File: config.mk
export PLATFORM = sky130hd
export DESIGN_NAME = evt_irq_regbank
export DESIGN_NICKNAME = d
export VERILOG_FILES = /design/src/rtl/eirb_pkg.sv /design/src/rtl/eirb_sticky.sv /design/src/rtl/eirb_satcnt.sv /design/src/rtl/eirb_actonce.sv /design/src/rtl/evt_irq_regbank.sv
export SDC_FILE = /design/constraint.sdc
export NUM_CORES = 1
export LEC_CHECK = 0
export ABC_CLOCK_PERIOD_IN_PS = 1900
export BUFFER_PORTS_ARGS = -buffer_cell sky130_fd_sc_hd__buf_2
export CORE_MARGIN = 5
export CORE_UTILIZATION = 49
export DETAILED_ROUTE_END_ITERATION = 16
export HOLD_SLACK_MARGIN = 0.02
export PLACE_DENSITY = 0.8
export REMOVE_ABC_BUFFERS = 1
export SLEW_MARGIN = 20
export SYNTH_ARGS = -nofsm -noshare
export SYNTH_HDL_FRONTEND = slang
export SYNTH_SLANG_ARGS = --single-unit
File: constraint.sdc
create_clock -name clk -period 1.9 [get_ports clk]
set_input_delay 0.57 -clock clk [delete_from_list [all_inputs] [get_ports clk]]
set_output_delay 0.57 -clock clk [all_outputs]
set_load 0.01 [all_outputs]
File: src/rtl/eirb_pkg.sv
package eirb_pkg;

    // Register indices; the bank decodes these values.
    typedef enum logic [3:0] {
        RG_CMD     = 4'd0,
        RG_RX_EN   = 4'd1,
        RG_TX_EN   = 4'd2,
        RG_ACCEPT  = 4'd3,
        RG_RX_EVT  = 4'd4,
        RG_TX_EVT  = 4'd5,
        RG_STATUS  = 4'd6,
        RG_MISS    = 4'd7,
        RG_COLL    = 4'd8
    } reg_idx_e;

    // Host-port read sequencing.
    typedef enum logic [0:0] {
        HP_IDLE = 1'b0,
        HP_RESP = 1'b1
    } hp_state_e;

endpackage

File: src/rtl/eirb_sticky.sv
module eirb_sticky #(
    parameter int W = 16
) (
    input  logic         clk,
    input  logic         rst_n,
    input  logic [W-1:0] strobe,
    input  logic         clr,
    output logic [W-1:0] q
);

    logic [W-1:0] base;

    // A clear wipes held bits, but strobes in the same cycle survive.
    always_comb begin
        base = clr ? '0 : q;
    end

    always_ff @(posedge clk) begin
        if (!rst_n) begin
            q <= '0;
        end else begin
            q <= base | strobe;
        end
    end

endmodule

File: src/rtl/eirb_satcnt.sv
module eirb_satcnt #(
    parameter int W = 10
) (
    input  logic         clk,
    input  logic         rst_n,
    input  logic         inc,
    input  logic         clr,
    output logic [W-1:0] q
);

    localparam logic [W-1:0] TOP = {W{1'b1}};

    logic at_top;

    always_comb begin
        at_top = (q == TOP);
    end

    always_ff @(posedge clk) begin
        if (!rst_n) begin
            q <= '0;
        end else if (clr) begin
            q <= inc ? W'(1) : '0;
        end else if (inc && !at_top) begin
            q <= q + W'(1);
        end
    end

endmodule

File: src/rtl/eirb_actonce.sv
module eirb_actonce #(
    parameter int N = 4
) (
    input  logic         clk,
    input  logic         rst_n,
    input  logic         fire,
    input  logic [N-1:0] bits,
    output logic [N-1:0] pulse
);

    always_ff @(posedge clk) begin
        if (!rst_n) begin
            pulse <= '0;
        end else begin
            pulse <= fire ? bits : '0;
        end
    end

endmodule

File: src/rtl/evt_irq_regbank.sv
module evt_irq_regbank
    import eirb_pkg::*;
#(
    parameter int ADDR_W = 4,
    parameter int DATA_W = 16,
    parameter int EVT_W  = 16,
    parameter int NACT   = 4,
    parameter int CNT_W  = 10
) (
    input  logic              clk,
    input  logic              rst_n,
    input  logic              host_wr,
    input  logic              host_rd,
    input  logic [ADDR_W-1:0] host_addr,
    input  logic [DATA_W-1:0] host_wdata,
    output logic [DATA_W-1:0] host_rdata,
    output logic              host_rvalid,
    input  logic [EVT_W-1:0]  rx_evt_strb,
    input  logic [EVT_W-1:0]  tx_evt_strb,
    input  logic [DATA_W-1:0] status_in,
    input  logic              miss_inc,
    input  logic              coll_inc,
    output logic [NACT-1:0]   act_pulse,
    output logic [DATA_W-1:0] accept_sel,
    output logic              irq
);

    localparam int NGRP = 2;
    localparam int NCNT = 2;

    function automatic logic hit(input logic [ADDR_W-1:0] a, input reg_idx_e r);
        return a == ADDR_W'(r);
    endfunction

    // Write and read decode.
    logic wr_cmd, wr_rx_en, wr_tx_en, wr_accept;
    logic rd_rx_evt, rd_tx_evt, rd_miss, rd_coll;

    always_comb begin
        wr_cmd    = host_wr && hit(host_addr, RG_CMD);
        wr_rx_en  = host_wr && hit(host_addr, RG_RX_EN);
        wr_tx_en  = host_wr && hit(host_addr, RG_TX_EN);
        wr_accept = host_wr && hit(host_addr, RG_ACCEPT);
        rd_rx_evt = host_rd && hit(host_addr, RG_RX_EVT);
        rd_tx_evt = host_rd && hit(host_addr, RG_TX_EVT);
        rd_miss   = host_rd && hit(host_addr, RG_MISS);
        rd_coll   = host_rd && hit(host_addr, RG_COLL);
    end

    // Configuration and control storage.
    logic [EVT_W-1:0]  en_rx_q, en_tx_q;
    logic [DATA_W-1:0] accept_q;

    always_ff @(posedge clk) begin
        if (!rst_n) begin
            en_rx_q  <= '0;
            en_tx_q  <= '0;
            accept_q <= '0;
        end else begin
            if (wr_rx_en)  en_rx_q  <= host_wdata[EVT_W-1:0];
            if (wr_tx_en)  en_tx_q  <= host_wdata[EVT_W-1:0];
            if (wr_accept) accept_q <= host_wdata;
        end
    end

    assign accept_sel = accept_q;

    // Act-once action bits.
    eirb_actonce #(.N(NACT)) u_act (
        .clk   (clk),
        .rst_n (rst_n),
        .fire  (wr_cmd),
        .bits  (host_wdata[NACT-1:0]),
        .pulse (act_pulse)
    );

    // Sticky clear-on-read event groups.
    logic [EVT_W-1:0] evt_strb [NGRP];
    logic [EVT_W-1:0] evt_q    [NGRP];
    logic [NGRP-1:0]  evt_clr;

    assign evt_strb[0] = rx_evt_strb;
    assign evt_strb[1] = tx_evt_strb;
    assign evt_clr     = {rd_tx_evt, rd_rx_evt};

    for (genvar g = 0; g < NGRP; g++) begin : g_evt
        eirb_sticky #(.W(EVT_W)) u_evt (
            .clk    (clk),
            .rst_n  (rst_n),
            .strobe (evt_strb[g]),
            .clr    (evt_clr[g]),
            .q      (evt_q[g])
        );
    end

    logic [EVT_W-1:0] evt_rx_q, evt_tx_q;
    assign evt_rx_q = evt_q[0];
    assign evt_tx_q = evt_q[1];

    // Saturating clear-on-read counters.
    logic [NCNT-1:0]  cnt_inc, cnt_clr;
    logic [CNT_W-1:0] cnt_q [NCNT];

    assign cnt_inc = {coll_inc, miss_inc};
    assign cnt_clr = {rd_coll, rd_miss};

    for (genvar c = 0; c < NCNT; c++) begin : g_cnt
        eirb_satcnt #(.W(CNT_W)) u_cnt (
            .clk   (clk),
            .rst_n (rst_n),
            .inc   (cnt_inc[c]),
            .clr   (cnt_clr[c]),
            .q     (cnt_q[c])
        );
    end

    logic [CNT_W-1:0] cnt_miss_q;
    assign cnt_miss_q = cnt_q[0];

    // Enable-gated level interrupt.
    logic rx_pend, tx_pend;

    always_comb begin
        rx_pend = |(evt_rx_q & en_rx_q);
        tx_pend = |(evt_tx_q & en_tx_q);
        irq     = rx_pend || tx_pend;
    end

    // Read multiplexer.
    logic [DATA_W-1:0] rd_mux;

    always_comb begin
        unique case (host_addr)
            ADDR_W'(RG_CMD):    rd_mux = '0;
            ADDR_W'(RG_RX_EN):  rd_mux = DATA_W'(en_rx_q);
            ADDR_W'(RG_TX_EN):  rd_mux = DATA_W'(en_tx_q);
            ADDR_W'(RG_ACCEPT): rd_mux = accept_q;
            ADDR_W'(RG_RX_EVT): rd_mux = DATA_W'(evt_rx_q);
            ADDR_W'(RG_TX_EVT): rd_mux = DATA_W'(evt_tx_q);
            ADDR_W'(RG_STATUS): rd_mux = status_in;
            ADDR_W'(RG_MISS):   rd_mux = DATA_W'(cnt_q[0]);
            ADDR_W'(RG_COLL):   rd_mux = DATA_W'(cnt_q[1]);
            default:            rd_mux = '0;
        endcase
    end

    // Host-port state machine.
    hp_state_e state_q, state_d;

    always_comb begin
        unique case (state_q)
            HP_IDLE: state_d = host_rd ? HP_RESP : HP_IDLE;
            HP_RESP: state_d = host_rd ? HP_RESP : HP_IDLE;
            default: state_d = HP_IDLE;
        endcase
    end

    always_ff @(posedge clk) begin
        if (!rst_n) begin
            state_q <= HP_IDLE;
        end else begin
            state_q <= state_d;
        end
    end

    logic [DATA_W-1:0] rdata_q;

    always_ff @(posedge clk) begin
        if (!rst_n) begin
            rdata_q <= '0;
        end else begin
            rdata_q <= host_rd ? rd_mux : '0;
        end
    end

    assign host_rdata  = rdata_q;
    assign host_rvalid = (state_q == HP_RESP);

endmodule

==> metrics <==
Netlist cell types 55; worst slew pin tran 0.4537 ns; Crit path max-delay family simple AND/OR/NAND/NOR gates; Synth Register Bits 121; largest net degree at the start of global routing 58; failing checks setup timing; post-layout util 68.66%; FF-to-FF End g_cnt[1].u_cnt.q[0]$_SDFFE_PN0P_; max_cap viols 0; final hold violation count 0; Routed Antenna Nets 0; YS warnings 0; Num CTS Buffers 17; clock slew at reported path FFs 0.06 ns; deepest clock path buffer count 2; Tot Pwr 0.006530 W; # rows 38; drt pass-1 iters 6; final wirelength 19.56 mm; Critical Path Max Stage Delay 0.56 ns; fin worst setup slack -0.5572 ns; Final Skew 0.01046 ns; first-pass GRT wire length 30.30 mm; status finished with violations; element type at the critical path end output pin; Mapped Area 0.005365 sq mm; initial antenna violation count 0; Final Cycle Share 129.3%; Min Hold Slack 0.2472 ns; hold_sp rx_evt_strb[12]; post-synthesis area per instance 8.489 sq um; CTS Sinks 121; Worst Hold Depth 3; Worst Hold End g_evt[0].u_evt.q[12]$_SDFF_PN0_; Critical Path AT 1.89 ns; NetSw 0.001621 W; number of diodes 0; Fill cells 787; Req. time, crit path 1.33 ns; number of flops mapped to enable cells by yosys 0; final setup violation count 1; Worst Path Buf+Inv 1; Pleak 3.017 nW; via count 5886; input/output buffers 111; Non-Filler Instances 978; PD cells 881.1 mW/mm^2; die width 114.6 microns; f_max 0.4070 GHz; post-synthesis sequential area ratio 45.15%; combinational power share 9.5%; dpl hpwl 13.87 mm; Area Growth Syn to Fin 38.13%; synthesized instance count 632; Critical-path top delay cell or4_4; Switching Fraction 24.82%; H-tree Lvls 4; post-layout minimum cycle time 2.457 ns; IO Pins 112; Clock Power Share 49.5%; Seq pwr share 41.0%; ys async rst share 0%; CTS tree yes; VDD IR-drop max 0.0006748 V; DRC viols 0; # placed instances 946; total global routing overflow 0; Reg-to-Reg Start g_cnt[1].u_cnt.q[0]$_SDFFE_PN0P_; ratio of cells with drive above 1 in the final layout 35.08%; fin nets 901; number of setup buffers added after CTS 0; FF-to-FF setup slack 0.19 ns; CP max FO 2; Iteration-0 DRC Markers 572; Worst R2R Path Depth 5; total global-route track usage 29.86%; Setup CP Type reg -> out; initial core utilization 49.71%; crit path launch type flip-flop; root buf cell clkbuf_8; routability cong. 0.9655; vias in the first global route 5790; Pins Over Slew Limit 0; slew margin rel. 69.67%; Clock Latency Late Sink 0.53 ns; Die Y 114.6 microns; worst min path class in -> reg; core box area 0.01079 sq mm; CP Cell Sequence a22oi_2 > nand4_1 > or4_4 > buf_6; die area 0.01314 sq mm; Int Pwr 0.004909 W; Via density 6.018; Main synth FF type dfxtp_1; routed len/inst 20.00 microns; RSZ-0062 raised after global routing yes
## final cells by class
cell class | instances | area (sq um) | area share, %
clock buffers | 18 | 417.9 | 5.639
clock inverters | 14 | 173.9 | 2.347
inverters | 3 | 11.26 | 0.1519
multi-input cells | 468 | 2779 | 37.50
flip-flops and latches | 121 | 2431 | 32.80
well taps | 140 | 175.2 | 2.364
repair buffers | 214 | 1423 | 19.20
## through the flow
stage	worst slack, ns	setup TNS (ns)	instance area [sq um]
3_3_place_gp	-0.1318	-3.983	6745
2_1_floorplan	-0.3639	-13.19	5154
4_1_cts	-0.5682	-0.5682	7380
5_1_grt	-0.6144	-0.6144	7411
3_5_place_dp	-0.1468	-5.278	6745
6_report	-0.5572	-0.5572	7411
## synthesized netlist by cell type, types with 2 or more instances
cell,n,share of area (%)
and3_1,5,0.58
nor4b_4,2,0.89
mux2_2,3,0.63
a21oi_1,91,8.5
o21ai_0,9,0.84
a22oi_1,32,4.5
o31ai_1,2,0.28
nand3_1,11,1.0
xnor2_1,4,0.65
a211oi_1,2,0.28
o211ai_1,5,0.70
or3_1,3,0.35
a31oi_1,10,1.2
xor2_1,2,0.33
inv_1,3,0.21
nor3_1,11,1.0
nand3b_1,5,0.70
nand2_2,3,0.35
nor4b_2,2,0.56
buf_2,16,1.5
nand4_1,9,1.0
a22o_1,7,1.1
clkbuf_1,14,0.98
mux4_2,2,0.84
o2bb2ai_1,2,0.33
and4bb_1,2,0.47
buf_4,9,1.3
a31o_2,2,0.33
ha_1,2,0.47
mux2i_1,11,2.1
nor2_1,51,3.6
a21oi_2,10,1.6
a222oi_1,5,0.93
nand2_1,122,8.5
nor2b_1,3,0.35
a221oi_1,5,0.82
dfxtp_1,121,45
and4_1,5,0.82
and2_1,11,1.3
nand2b_1,3,0.35
## power groups by stage
| stage | Sequential, W | Combinational (W) | Clock [W] |
|---|---|---|---|
| floorplan | 0.00272 | 0.000208 | 0 |
| global placement | 0.00271 | 0.000580 | 0 |
| detailed placement | 0.00272 | 0.000591 | 0 |
| CTS | 0.00267 | 0.000601 | 0.00323 |
| global route | 0.00268 | 0.000662 | 0.00337 |
| finish | 0.00267 | 0.000623 | 0.00323 |
## layout by cell type, fill, tap and decap left out, types with 4 or more instances in the layout
master        n
nand2_1     122
dfxtp_1     114
buf_2       110
buf_4        96
a21oi_1      91
nor2_1       51
a22oi_1      21
clkbuf_16    16
a22oi_2      11
and2_1       11
nor3_1       11
mux2i_1      11
nand3_1      11
a31oi_1      10
a21oi_2      10
nand4_1       9
o21ai_0       9
a22o_1        7
dfxtp_2       7
buf_12        7
a222oi_1      5
nand3b_1      5
a221oi_1      5
and3_1        5
and4_1        5
o211ai_1      5
xnor2_1       4
clkinvlp_4    4
## sequential cells by signal, indices dropped and copies added, names as in the netlist
signal / flops
g_evt.u_evt.q: 32
g_cnt.u_cnt.q: 20
accept_sel: 16
en_rx_q: 16
en_tx_q: 16
host_rdata: 16
u_act.pulse: 4
host_rvalid: 1
## worst max-delay path by stage
stage,start,end,slack (ns),depth (start not counted)
6_report,en_rx_q[13]$_SDFFE_PN0P_,irq,-0.56,4
4_1_cts,en_tx_q[7]$_SDFFE_PN0P_,irq,-0.57,4
2_1_floorplan,rst_n,g_cnt[0].u_cnt.q[2]$_SDFFE_PN0P_,-0.36,3
3_3_place_gp,host_addr[1],host_rdata[9]$_SDFF_PN0_,-0.13,7
3_5_place_dp,host_addr[0],accept_sel[4]$_SDFFE_PN0P_,-0.15,6
5_1_grt,g_evt[0].u_evt.q[3]$_SDFF_PN0_,irq,-0.61,4
## metal layers
layer  track usage (%)  vias to the layer above  part of all wire (%)
met5                 0                        -                     0
met4             14.17                        0                   4.2
met3             8.298                       74                    10
met2             49.59                      387                    48
met1             35.57                     2751                    38
li1                  -                     2674                     -
## logic make-up (layout without fill, tap and decap cells)
logic type	Yosys count	in the layout	share of synthesized area [%]
flops	121	121	45.15
xor+xnor	6	6	0.9795
compound gates	189	189	22.62
simple gates	254	254	22.90
buf+inv	43	249	4.151
fa+ha+maj	2	2	0.4663
mux	17	17	3.731
## worst min-delay path, delay by kind of cell
kind	cells	cell delay [ns]
AOI/OAI and AO/OA	1	0.03
and+or+nand+nor	1	0.06
buffers and inverters	1	0.08
## what timing repair did
| item | 4_1_cts | 5_1_grt |
|---|---|---|
| pin swaps | 7 | 7 |
| gates resized for setup | 10 | 10 |
| gates cloned | 0 | 0 |
| setup endpoints to repair | 1 | 1 |
| hold endpoints to repair | 0 | 0 |
| hold buffers | 0 | 0 |
No activity file was read; power rests on OpenSTA's default activity.
